$ cat src/rtl/pll_mode_pkg.sv
package pll_mode_pkg;

   localparam int STATE_W = 3;
   localparam int MODE_W  = 2;

   typedef enum logic [STATE_W-1:0] {
      ST_FREERUN   = 3'd0,
      ST_NORMAL    = 3'd1,
      ST_AUTOHOLD  = 3'd2,
      ST_HOLD      = 3'd3,
      ST_SHORTHOLD = 3'd4
   } op_state_e;

   localparam logic [MODE_W-1:0] REQ_NORMAL   = 2'b00;
   localparam logic [MODE_W-1:0] REQ_HOLD     = 2'b01;
   localparam logic [MODE_W-1:0] REQ_FREERUN  = 2'b10;
   localparam logic [MODE_W-1:0] REQ_RESERVED = 2'b11;

   localparam logic [MODE_W-1:0] LOOP_TRACK   = 2'b00;
   localparam logic [MODE_W-1:0] LOOP_HOLD    = 2'b01;
   localparam logic [MODE_W-1:0] LOOP_FREE    = 2'b10;

endpackage

$ cat src/rtl/pll_sel_watch.sv
module pll_sel_watch #(
   parameter int SEL_W = 1
) (
   input  logic             clk,
   input  logic             rst_n,
   input  logic             tick,
   input  logic [SEL_W-1:0] ref_sel,
   output logic             transient
);

   logic [SEL_W-1:0] sel_q;

   always_ff @(posedge clk) begin
      if (!rst_n)
         sel_q <= '0;
      else if (tick)
         sel_q <= ref_sel;
   end

   generate
      if (SEL_W == 1) begin : g_single
         assign transient = ref_sel[0] ^ sel_q[0];
      end else begin : g_multi
         assign transient = |(ref_sel ^ sel_q);
      end
   endgenerate

   // A held select never reports a transient on the following tick.
   AST_SEL_SETTLED: assert property (@(posedge clk) disable iff (!rst_n)
      tick ##1 ($stable(ref_sel) && !tick) |-> !transient) else $error("sel watch");

endmodule

$ cat src/rtl/pll_state_next.sv
module pll_state_next
   import pll_mode_pkg::*;
(
   input  logic [MODE_W-1:0] mode_sel,
   input  logic              ref_bad,
   input  logic              transient,
   input  op_state_e         cur,
   output op_state_e         nxt
);

   always_comb begin
      nxt = cur;
      unique case (mode_sel)
         REQ_FREERUN:  nxt = ST_FREERUN;
         REQ_HOLD:     nxt = ST_HOLD;
         REQ_RESERVED: nxt = cur;
         default: begin
            if (ref_bad) begin
               nxt = ST_AUTOHOLD;
            end else begin
               unique case (cur)
                  ST_NORMAL:    nxt = transient ? ST_SHORTHOLD : ST_NORMAL;
                  ST_SHORTHOLD: nxt = transient ? ST_SHORTHOLD : ST_NORMAL;
                  default:      nxt = ST_NORMAL;
               endcase
            end
         end
      endcase
   end

endmodule

$ cat src/rtl/pll_state_reg.sv
module pll_state_reg
   import pll_mode_pkg::*;
(
   input  logic      clk,
   input  logic      rst_n,
   input  logic      tick,
   input  op_state_e nxt,
   input  logic      tie_req,
   output op_state_e state,
   output logic      tie_en
);

   always_ff @(posedge clk) begin
      if (!rst_n) begin
         state  <= ST_FREERUN;
         tie_en <= 1'b0;
      end else if (tick) begin
         state <= nxt;
         if (nxt != ST_NORMAL)
            tie_en <= 1'b0;
         else if (state != ST_NORMAL)
            tie_en <= tie_req;
      end
   end

   AST_TICK_GATE: assert property (@(posedge clk) disable iff (!rst_n)
      !tick |=> $stable(state) && $stable(tie_en)) else $error("tick gate");
   AST_TIE_ONLY_NORMAL: assert property (@(posedge clk) disable iff (!rst_n)
      tie_en |-> state == ST_NORMAL) else $error("tie outside normal");
   AST_TIE_ON_ENTRY: assert property (@(posedge clk) disable iff (!rst_n)
      tick && state != ST_NORMAL && nxt == ST_NORMAL |=> tie_en == $past(tie_req)) else $error("tie entry");

endmodule

$ cat src/rtl/pll_mode_ctrl.sv
module pll_mode_ctrl
   import pll_mode_pkg::*;
#(
   parameter int SEL_W = 1
) (
   input  logic               clk,
   input  logic               rst_n,
   input  logic               tick,
   input  logic [MODE_W-1:0]  mode_sel,
   input  logic [SEL_W-1:0]   ref_sel,
   input  logic               ref_bad,
   input  logic               tie_req,
   output logic [MODE_W-1:0]  dpll_mode,
   output logic               tie_en,
   output logic [STATE_W-1:0] state_num
);

   generate
      if (SEL_W < 1 || SEL_W > 16) begin : g_bad_width
         $error("pll_mode_ctrl: SEL_W must be 1..16");
      end
   endgenerate

   logic      transient;
   op_state_e nxt;
   op_state_e state;

   pll_sel_watch #(.SEL_W(SEL_W)) u_watch (
      .clk(clk), .rst_n(rst_n), .tick(tick), .ref_sel(ref_sel), .transient(transient)
   );

   pll_state_next u_next (
      .mode_sel(mode_sel), .ref_bad(ref_bad), .transient(transient), .cur(state), .nxt(nxt)
   );

   pll_state_reg u_reg (
      .clk(clk), .rst_n(rst_n), .tick(tick), .nxt(nxt), .tie_req(tie_req),
      .state(state), .tie_en(tie_en)
   );

   always_comb begin
      unique case (state)
         ST_NORMAL:  dpll_mode = LOOP_TRACK;
         ST_FREERUN: dpll_mode = LOOP_FREE;
         default:    dpll_mode = LOOP_HOLD;
      endcase
   end

   assign state_num = STATE_W'(state);

   AST_FORCE_FREE: assert property (@(posedge clk) disable iff (!rst_n)
      tick && mode_sel == REQ_FREERUN |=> state_num == 3'd0) else $error("freerun");
   AST_RESERVED_HOLD: assert property (@(posedge clk) disable iff (!rst_n)
      tick && mode_sel == REQ_RESERVED |=> $stable(state_num) && $stable(tie_en)) else $error("reserved");
   AST_BAD_REF: assert property (@(posedge clk) disable iff (!rst_n)
      tick && mode_sel == REQ_NORMAL && ref_bad |=> state_num == 3'd2) else $error("bad ref");
   AST_LEGAL_CODE: assert property (@(posedge clk) disable iff (!rst_n)
      dpll_mode != 2'b11 && state_num <= 3'd4) else $error("code");

endmodule

$ cat config.mk
export PLATFORM = sky130hd
export DESIGN_NAME = pll_mode_ctrl
export DESIGN_NICKNAME = d
export VERILOG_FILES = /design/src/rtl/pll_mode_pkg.sv /design/src/rtl/pll_sel_watch.sv /design/src/rtl/pll_state_next.sv /design/src/rtl/pll_state_reg.sv /design/src/rtl/pll_mode_ctrl.sv
export SDC_FILE = /design/constraint.sdc
export NUM_CORES = 1
export LEC_CHECK = 0
export BUFFER_PORTS_ARGS = -buffer_cell sky130_fd_sc_hd__buf_2
export CAP_MARGIN = 5
export CORE_AREA = 2 2 39 41
export CTS_BUF_LIST = sky130_fd_sc_hd__clkbuf_4
export CTS_CLUSTER_DIAMETER = 30
export DETAILED_ROUTE_END_ITERATION = 10
export DIE_AREA = 0 0 41 43
export SYNTH_ARGS = -nofsm -noshare
export SYNTH_HDL_FRONTEND = slang
export SYNTH_SLANG_ARGS = --single-unit
$ cat constraint.sdc
create_clock -name clk -period 3.57 [get_ports clk]
set_clock_uncertainty 0.1 [all_clocks]
set_input_delay 0.8925 -clock clk [delete_from_list [all_inputs] [get_ports clk]]
set_output_delay 0.8925 -clock clk [all_outputs]
set_load 0.03 [all_outputs]
==> results of run 1 <==
## worst register-to-register path, delay by kind of cell (launching register included)
family	cells	cell delay [ps]
AO/OA/AOI/OAI	2	220
flip-flops	1	430
AND/OR/NAND/NOR	2	820
## area by class of cell
type                       instances  area [µm²]
clock buffer                       4        30.0
fill                             155         971
inverter                           2        7.51
multi-input combinational         29         190
sequential                         5         100
tap                               16        20.0
timing repair buffer              13        65.1
## synthesized netlist by cell type
cell type	number
a21boi_0	1
a21oi_1	3
clkbuf_2	1
dfxtp_1	5
inv_1	2
mux2i_1	1
nand2_1	2
nand3_1	1
nor2_1	5
nor2b_1	2
o211a_1	1
o211ai_1	1
o21ai_0	4
o22ai_1	2
o311ai_2	1
or3b_2	1
or4_4	1
or4b_2	1
xnor2_1	2
## state kept, by name, summed over array words and instances, names as in the netlist
signal,cells
u_reg.state,3
u_reg.tie_en,1
u_watch.sel_q,1
## power by group through the flow
stage | logic, mW | clock network, mW | registers (mW)
after floorplan | 0.0211 | 0 | 0.0679
after global placement | 0.0388 | 0 | 0.0639
after detailed placement | 0.0389 | 0 | 0.0639
after CTS | 0.0391 | 0.0766 | 0.0628
after global routing | 0.0428 | 0.0771 | 0.0634
final | 0.0387 | 0.0729 | 0.0630
## per-stage QoR
stage	hold WS [ps]	cells
2_1_floorplan	404	37
3_3_place_gp	375	65
3_5_place_dp	385	65
4_1_cts	391	69
5_1_grt	415	69
6_report	381	69
## metal layers
layer,track usage (%),share of wire [%],vias up
met3,3.14,7.3,2
met5,0,0,-
met1,9.58,43,151
met2,14.4,49,9
met4,10.0,0.57,0
li1,-,-,168
## kinds of logic (layout without fill, tap and decap cells)
group | after synthesis | count (layout)
buffers and inverters | 3 | 19
xor gates and xnor gates | 2 | 2
DFF | 5 | 5
AOI/OAI and AO/OA | 13 | 13
muxes | 1 | 1
and+or+nand+nor | 13 | 13
## worst paths after layout
check | startpoint | cells after the start | end
worst max-delay path | u_reg.state[2] | 4 | dpll_mode[1]
worst min-delay path | u_reg.tie_en | 2 | u_reg.tie_en
worst min register to register | u_reg.tie_en | 2 | u_reg.tie_en
worst max register to register | u_reg.state[2] | 4 | u_reg.tie_en
==> flow_summary.json, run 1 <==
{
  "result_of_the_run": "complete, no violations",
  "report.final.setup_viol": 0,
  "synthesis.yosys.warnings": 0,
  "path_delay_family": "flip-flops",
  "drt_drc": 0,
  "drt_wl_total_um": 703,
  "post-route-worst-setup-slack_ps": 1500,
  "critical-path-top-cell-by-count": "nor2_1",
  "critPathBufInv": 2,
  "post_synth_mux_area_share_pct": 3.31,
  "post_cts_resize_count": 0,
  "post_cts_hold_buffer_count": 0,
  "synth_area_in_compound_gates_pct": 29.3,
  "rsz_0062_raised_after_global_routing": "false",
  "post_route_cells_drive_above_1_share_pct": 39.6,
  "net-switching-power_mw": 0.0503,
  "avgRoutedWirePerCell_um": 10.2,
  "post_synthesis_simple_gate_area_fraction_pct": 24.4,
  "first_pass_iters": 4,
  "netlist.area_leader.share_pct": 33.1,
  "grt_pass1_vias": 286,
  "synth_xor_xnor_area_share_pct": 5.79,
  "route.vias.total": 330,
  "critPathArrivalTime_ps": 1080,
  "grt_start_max_net_pins": 9,
  "share_of_power_burned_in_combinational_logic_pct": 22.2,
  "peakVddDrop_uv": 140,
  "syn-instance-count": 37,
  "fin_area_um2": 413,
  "period_minus_slack_ps": 2070,
  "drt_iter0_drcs": 11,
  "worst_pin_slew_ps": 213,
  "path_type_of_the_worst_setup_path": "reg2out",
  "critical-path-max-stage-delay_ps": 360,
  "place_worst_setup_slack_ps": 1400,
  "synth_seq_cells": 5,
  "avgViaCountPerCell": 4.78,
  "power.leakage_nw": 0.188,
  "hold_path_class": "reg2reg",
  "timing.final.crit_share_pct": 58.0,
  "num_antenna_cells": 0,
  "seq_power_share_pct": 36.1,
  "crit_fanout": 6,
  "synth_top_family_by_area": "compound AO/OA/AOI/OAI gates",
  "most_common_library_cell_in_the_layout_ignoring_fill_and_taps": "buf_2",
  "cts_tree": "yes",
  "htree_num_levels": 1,
  "cpMaxStageDelayCell": "dfxtp_1",
  "cts-root-to-sink-buffers": 2,
  "global_route_wire_length_before_repair_mm": 1.07,
  "yosys-top-cells-area": "dfxtp_1 33%, o21ai_0 6.6%, nor2_1 6.2%",
  "tritoncts.num_buffers": 3,
  "power.share.switching_pct": 28.8,
  "peak_clock_frequency_supported_by_timing_ghz": 0.483,
  "die_width_um": 41,
  "pwr_density_cell_nw_per_um2": 423,
  "design.final.nets": 62,
  "dieArea_um2": 1760,
  "placed_area_um2": 383,
  "max_cap_viol_count": 0,
  "antenna_violating_nets_post_route": 0,
  "timing.reg2reg.setup_slack_ps": 1940,
  "worstPathRequired_ps": 2580,
  "start_util_pct": 21.9,
  "synth-seq-area-share_pct": 33.1,
  "die_height_um": 43,
  "net_count_after_synthesis": 45,
  "post-cts-setup-buffers": 0,
  "globalRoute.totalOverflow": 0,
  "mostFrequentLayoutCells": "13 x buf_2, 5 x nor2_1, 5 x dfxtp_1",
  "final-hold-violation-count": 0,
  "p_int_mw": 0.124,
  "final_core_utilization_pct": 29.8,
  "max-slew-margin-rel_pct": 85.8,
  "total_standard_cell_area_after_synthesis_um2": 303,
  "clock-sinks": 5,
  "placement_rows": 14,
  "synth_fa_ha_area_share_pct": 0,
  "core-area_um2": 1380,
  "path_cells": "nor2_1 -> inv_1 -> nor2_1 -> buf_2",
  "yosys.area.top_type": "dfxtp_1",
  "final-max-slew-violation-count": 0,
  "globalRouteTotalUtil_pct": 9.72,
  "synth.lib_cells_used.distinct": 19,
  "finalWeightedCongestion": 0.663,
  "fin_setup_tns_ps": 0,
  "clkTransAtPathRegs_ps": 40,
  "clock_latency_ps": 240,
  "buffer_ports.inserted": 13,
  "p_clk_share_pct": 41.8,
  "setup.worst_path.end_class": "primary output",
  "layout-area-overhead-vs-synth_pct": 36.4,
  "timing.critical_path.from_type": "register",
  "syn-mean-instance-area_um2": 8.18,
  "io-pin-count": 14,
  "clk_root_buffer_cell": "clkbuf_4",
  "report.power.total_mw": 0.175,
  "antenna_found_initial": 0
}
Note: power is estimated with default switching activity, not from simulation.
==> run 2, diff against run 1 <==
Settings changed: ABC_AREA set to 1.
Clock period 3.57 ns to 1.9 ns, I/O delays scaled along.
==> flow_summary.json, run 2 <==
{
  "post_synth_mux_area_share_pct": 0,
  "yosysMostFrequentCell": "nand2_1",
  "path_cells": "nor3_1 -> buf_2",
  "layout-area-overhead-vs-synth_pct": 34.6,
  "hold_path_class": "in2reg",
  "reg2reg_from": "u_reg.state[1]",
  "net_count_after_synthesis": 58,
  "final_core_utilization_pct": 32.4,
  "die_height_um": 43,
  "p_int_mw": 0.237,
  "syn-mean-instance-area_um2": 6.66,
  "result_of_the_run": "complete, no violations",
  "largest_register_ff_count": 3,
  "clkTransAtPathRegs_ps": 40,
  "drt_drc": 0,
  "power.share.switching_pct": 31.7,
  "place_hpwl_um": 590,
  "power.leakage_nw": 0.247,
  "most_common_library_cell_in_the_layout_ignoring_fill_and_taps": "buf_2",
  "setup.worst_path.end_class": "primary output",
  "first_pass_iters": 4,
  "crit_fanout": 6,
  "clk_root_buffer_cell": "clkbuf_4",
  "synth_seq_cells": 5,
  "avgRoutedWirePerCell_um": 8.63,
  "yosys.area.top_type": "dfxtp_1",
  "antenna_found_initial": 0,
  "clock-sinks": 5,
  "synth_area_in_compound_gates_pct": 16.2,
  "globalRoute.totalOverflow": 0,
  "antenna_violating_nets_post_route": 0,
  "post_cts_resize_count": 0,
  "worst_pin_slew_ps": 222,
  "grt_pass1_vias": 255,
  "syn-instance-count": 50,
  "critPathBufInv": 1,
  "pwr_density_cell_nw_per_um2": 775,
  "period_minus_slack_ps": 1570,
  "max-slew-margin-rel_pct": 85.2,
  "cp-startpoint": "u_reg.state[1]",
  "timing.final.crit_share_pct": 82.4,
  "synth_xor_xnor_area_share_pct": 2.63,
  "peakVddDrop_uv": 375,
  "cts_tree": "yes",
  "drt_wl_total_um": 716,
  "htree_num_levels": 1,
  "ys_async_sr_fraction_pct": 0,
  "core-area_um2": 1380,
  "placement_rows": 14,
  "grt_start_max_net_pins": 7,
  "filler_cell_count": 155,
  "clock_latency_ps": 240,
  "netlist.area_leader.share_pct": 30.1,
  "synth_top_family_by_area": "simple AND/OR/NAND/NOR gates",
  "synth.lib_cells_used.distinct": 17,
  "post_synthesis_simple_gate_area_fraction_pct": 41.0,
  "p_clk_share_pct": 39.5,
  "synthesis.yosys.warnings": 0,
  "cts-root-to-sink-buffers": 2,
  "route.vias.total": 343,
  "buffer_ports.inserted": 13,
  "final-max-slew-violation-count": 0,
  "synth-seq-area-share_pct": 30.1,
  "yosys-top-cells-area": "dfxtp_1 30%, nand2_1 10%, nand2_2 9.4%",
  "globalRouteTotalUtil_pct": 9.45,
  "critPathArrivalTime_ps": 990,
  "path_type_of_the_worst_setup_path": "reg2out",
  "post_route_cells_drive_above_1_share_pct": 44.8,
  "layout_top_registers": "u_reg.state x3, u_reg.tie_en x1, u_watch.sel_q x1",
  "rsz_0062_raised_after_global_routing": "false",
  "mostFrequentLayoutCells": "13 x buf_2, 9 x nand2_1, 7 x inv_1",
  "synth_enable_flop_cells": 0,
  "drt_iter0_drcs": 8,
  "critical-path-max-stage-delay_ps": 360,
  "report.final.setup_viol": 0,
  "post_synth_top_flop": "dfxtp_1",
  "cpMaxStageDelayCell": "dfxtp_1",
  "avgViaCountPerCell": 4.13,
  "final-hold-violation-count": 0,
  "max_cap_viol_count": 0,
  "seq_power_share_pct": 34.6,
  "ys_top_cells_by_count": "9 x nand2_1, 7 x inv_1, 5 x dfxtp_1, 5 x nand2_2",
  "holdCritStartpoint": "ref_sel",
  "peak_clock_frequency_supported_by_timing_ghz": 0.638,
  "net-switching-power_mw": 0.110,
  "global_route_wire_length_before_repair_mm": 1.04,
  "start_util_pct": 24.1,
  "io-pin-count": 14,
  "tritoncts.num_buffers": 3,
  "post-cts-setup-buffers": 0,
  "synth_fa_ha_area_share_pct": 0,
  "largest_register": "u_reg.state",
  "dieArea_um2": 1760,
  "fin_setup_tns_ps": 0,
  "finalWeightedCongestion": 0.786,
  "path_delay_family": "flip-flops",
  "timing.critical_path.from_type": "register",
  "share_of_power_burned_in_combinational_logic_pct": 25.9,
  "worstPathRequired_ps": 1320,
  "die_width_um": 41,
  "design.final.nets": 76,
  "post_cts_hold_buffer_count": 0,
  "num_antenna_cells": 0,
  "total_standard_cell_area_after_synthesis_um2": 333
}
==> run 2: final cells by class <==
class	instances	area, µm²	area share, %
clock buffers	4	30.0	6.70
inverters	9	33.8	7.54
multi-input cells	36	199	44.4
flip-flops and latches	5	100	22.3
well taps	16	20.0	4.47
repair buffers	13	65.1	14.5
==> run 2: kinds of logic (layout without fill, tap and decap cells) <==
group,Yosys count,after routing
xor+xnor,1,1
flops,5,5
compound gates,10,10
simple gates,25,25
buf+inv,9,26
==> run 2: power groups by stage <==
| stage | sequential (mW) | combinational [mW] | clock [mW] |
|---|---|---|---|
| floorplan | 0.133 | 0.0517 | 0 |
| global route | 0.122 | 0.0981 | 0.155 |
| finish | 0.120 | 0.0900 | 0.137 |
| detailed placement | 0.122 | 0.0903 | 0 |
| CTS | 0.120 | 0.0907 | 0.146 |
| global placement | 0.123 | 0.0895 | 0 |
==> run 2: stage by stage <==
| step | total power, mW | cell area [µm²] | hold slack [ps] | instances | setup slack (ps) |
|---|---|---|---|---|---|
| floorplan | 0.184 | 333 | 383 | 50 | 151 |
| global placement | 0.212 | 418 | 396 | 79 | 487 |
| detailed placement | 0.213 | 418 | 430 | 79 | 472 |
| CTS | 0.357 | 448 | 386 | 83 | 324 |
| global route | 0.375 | 448 | 403 | 83 | 245 |
| finish | 0.347 | 448 | 393 | 83 | 334 |
==> run 2: path summary, 6_finish.rpt <==
check                                endpoint  cells after the start  slack, ps
worst max register to register   u_reg.tie_en                      7        720
worst min-delay path            u_watch.sel_q                      3        390
worst max-delay path             dpll_mode[1]                      2        330
worst min register to register  u_watch.sel_q                      2        430
==> run 2: tightest hold or removal path, delay by kind of cell <==
family | cells | cell delay (ps)
buffers and inverters | 1 | 90
and+or+nand+nor | 2 | 120
==> run 2: metal layers <==
| metal | routed length, µm | part of all wire, % | global-route usage [%] | vias to the layer above |
|---|---|---|---|---|
| li1 | - | - | - | 191 |
| met1 | 340 | 47 | 13.2 | 137 |
| met2 | 292 | 41 | 10.9 | 13 |
| met3 | 65 | 9.1 | 4.71 | 2 |
| met5 | 0 | 0 | 0 | - |
| met4 | 17 | 2.4 | 6.00 | 0 |
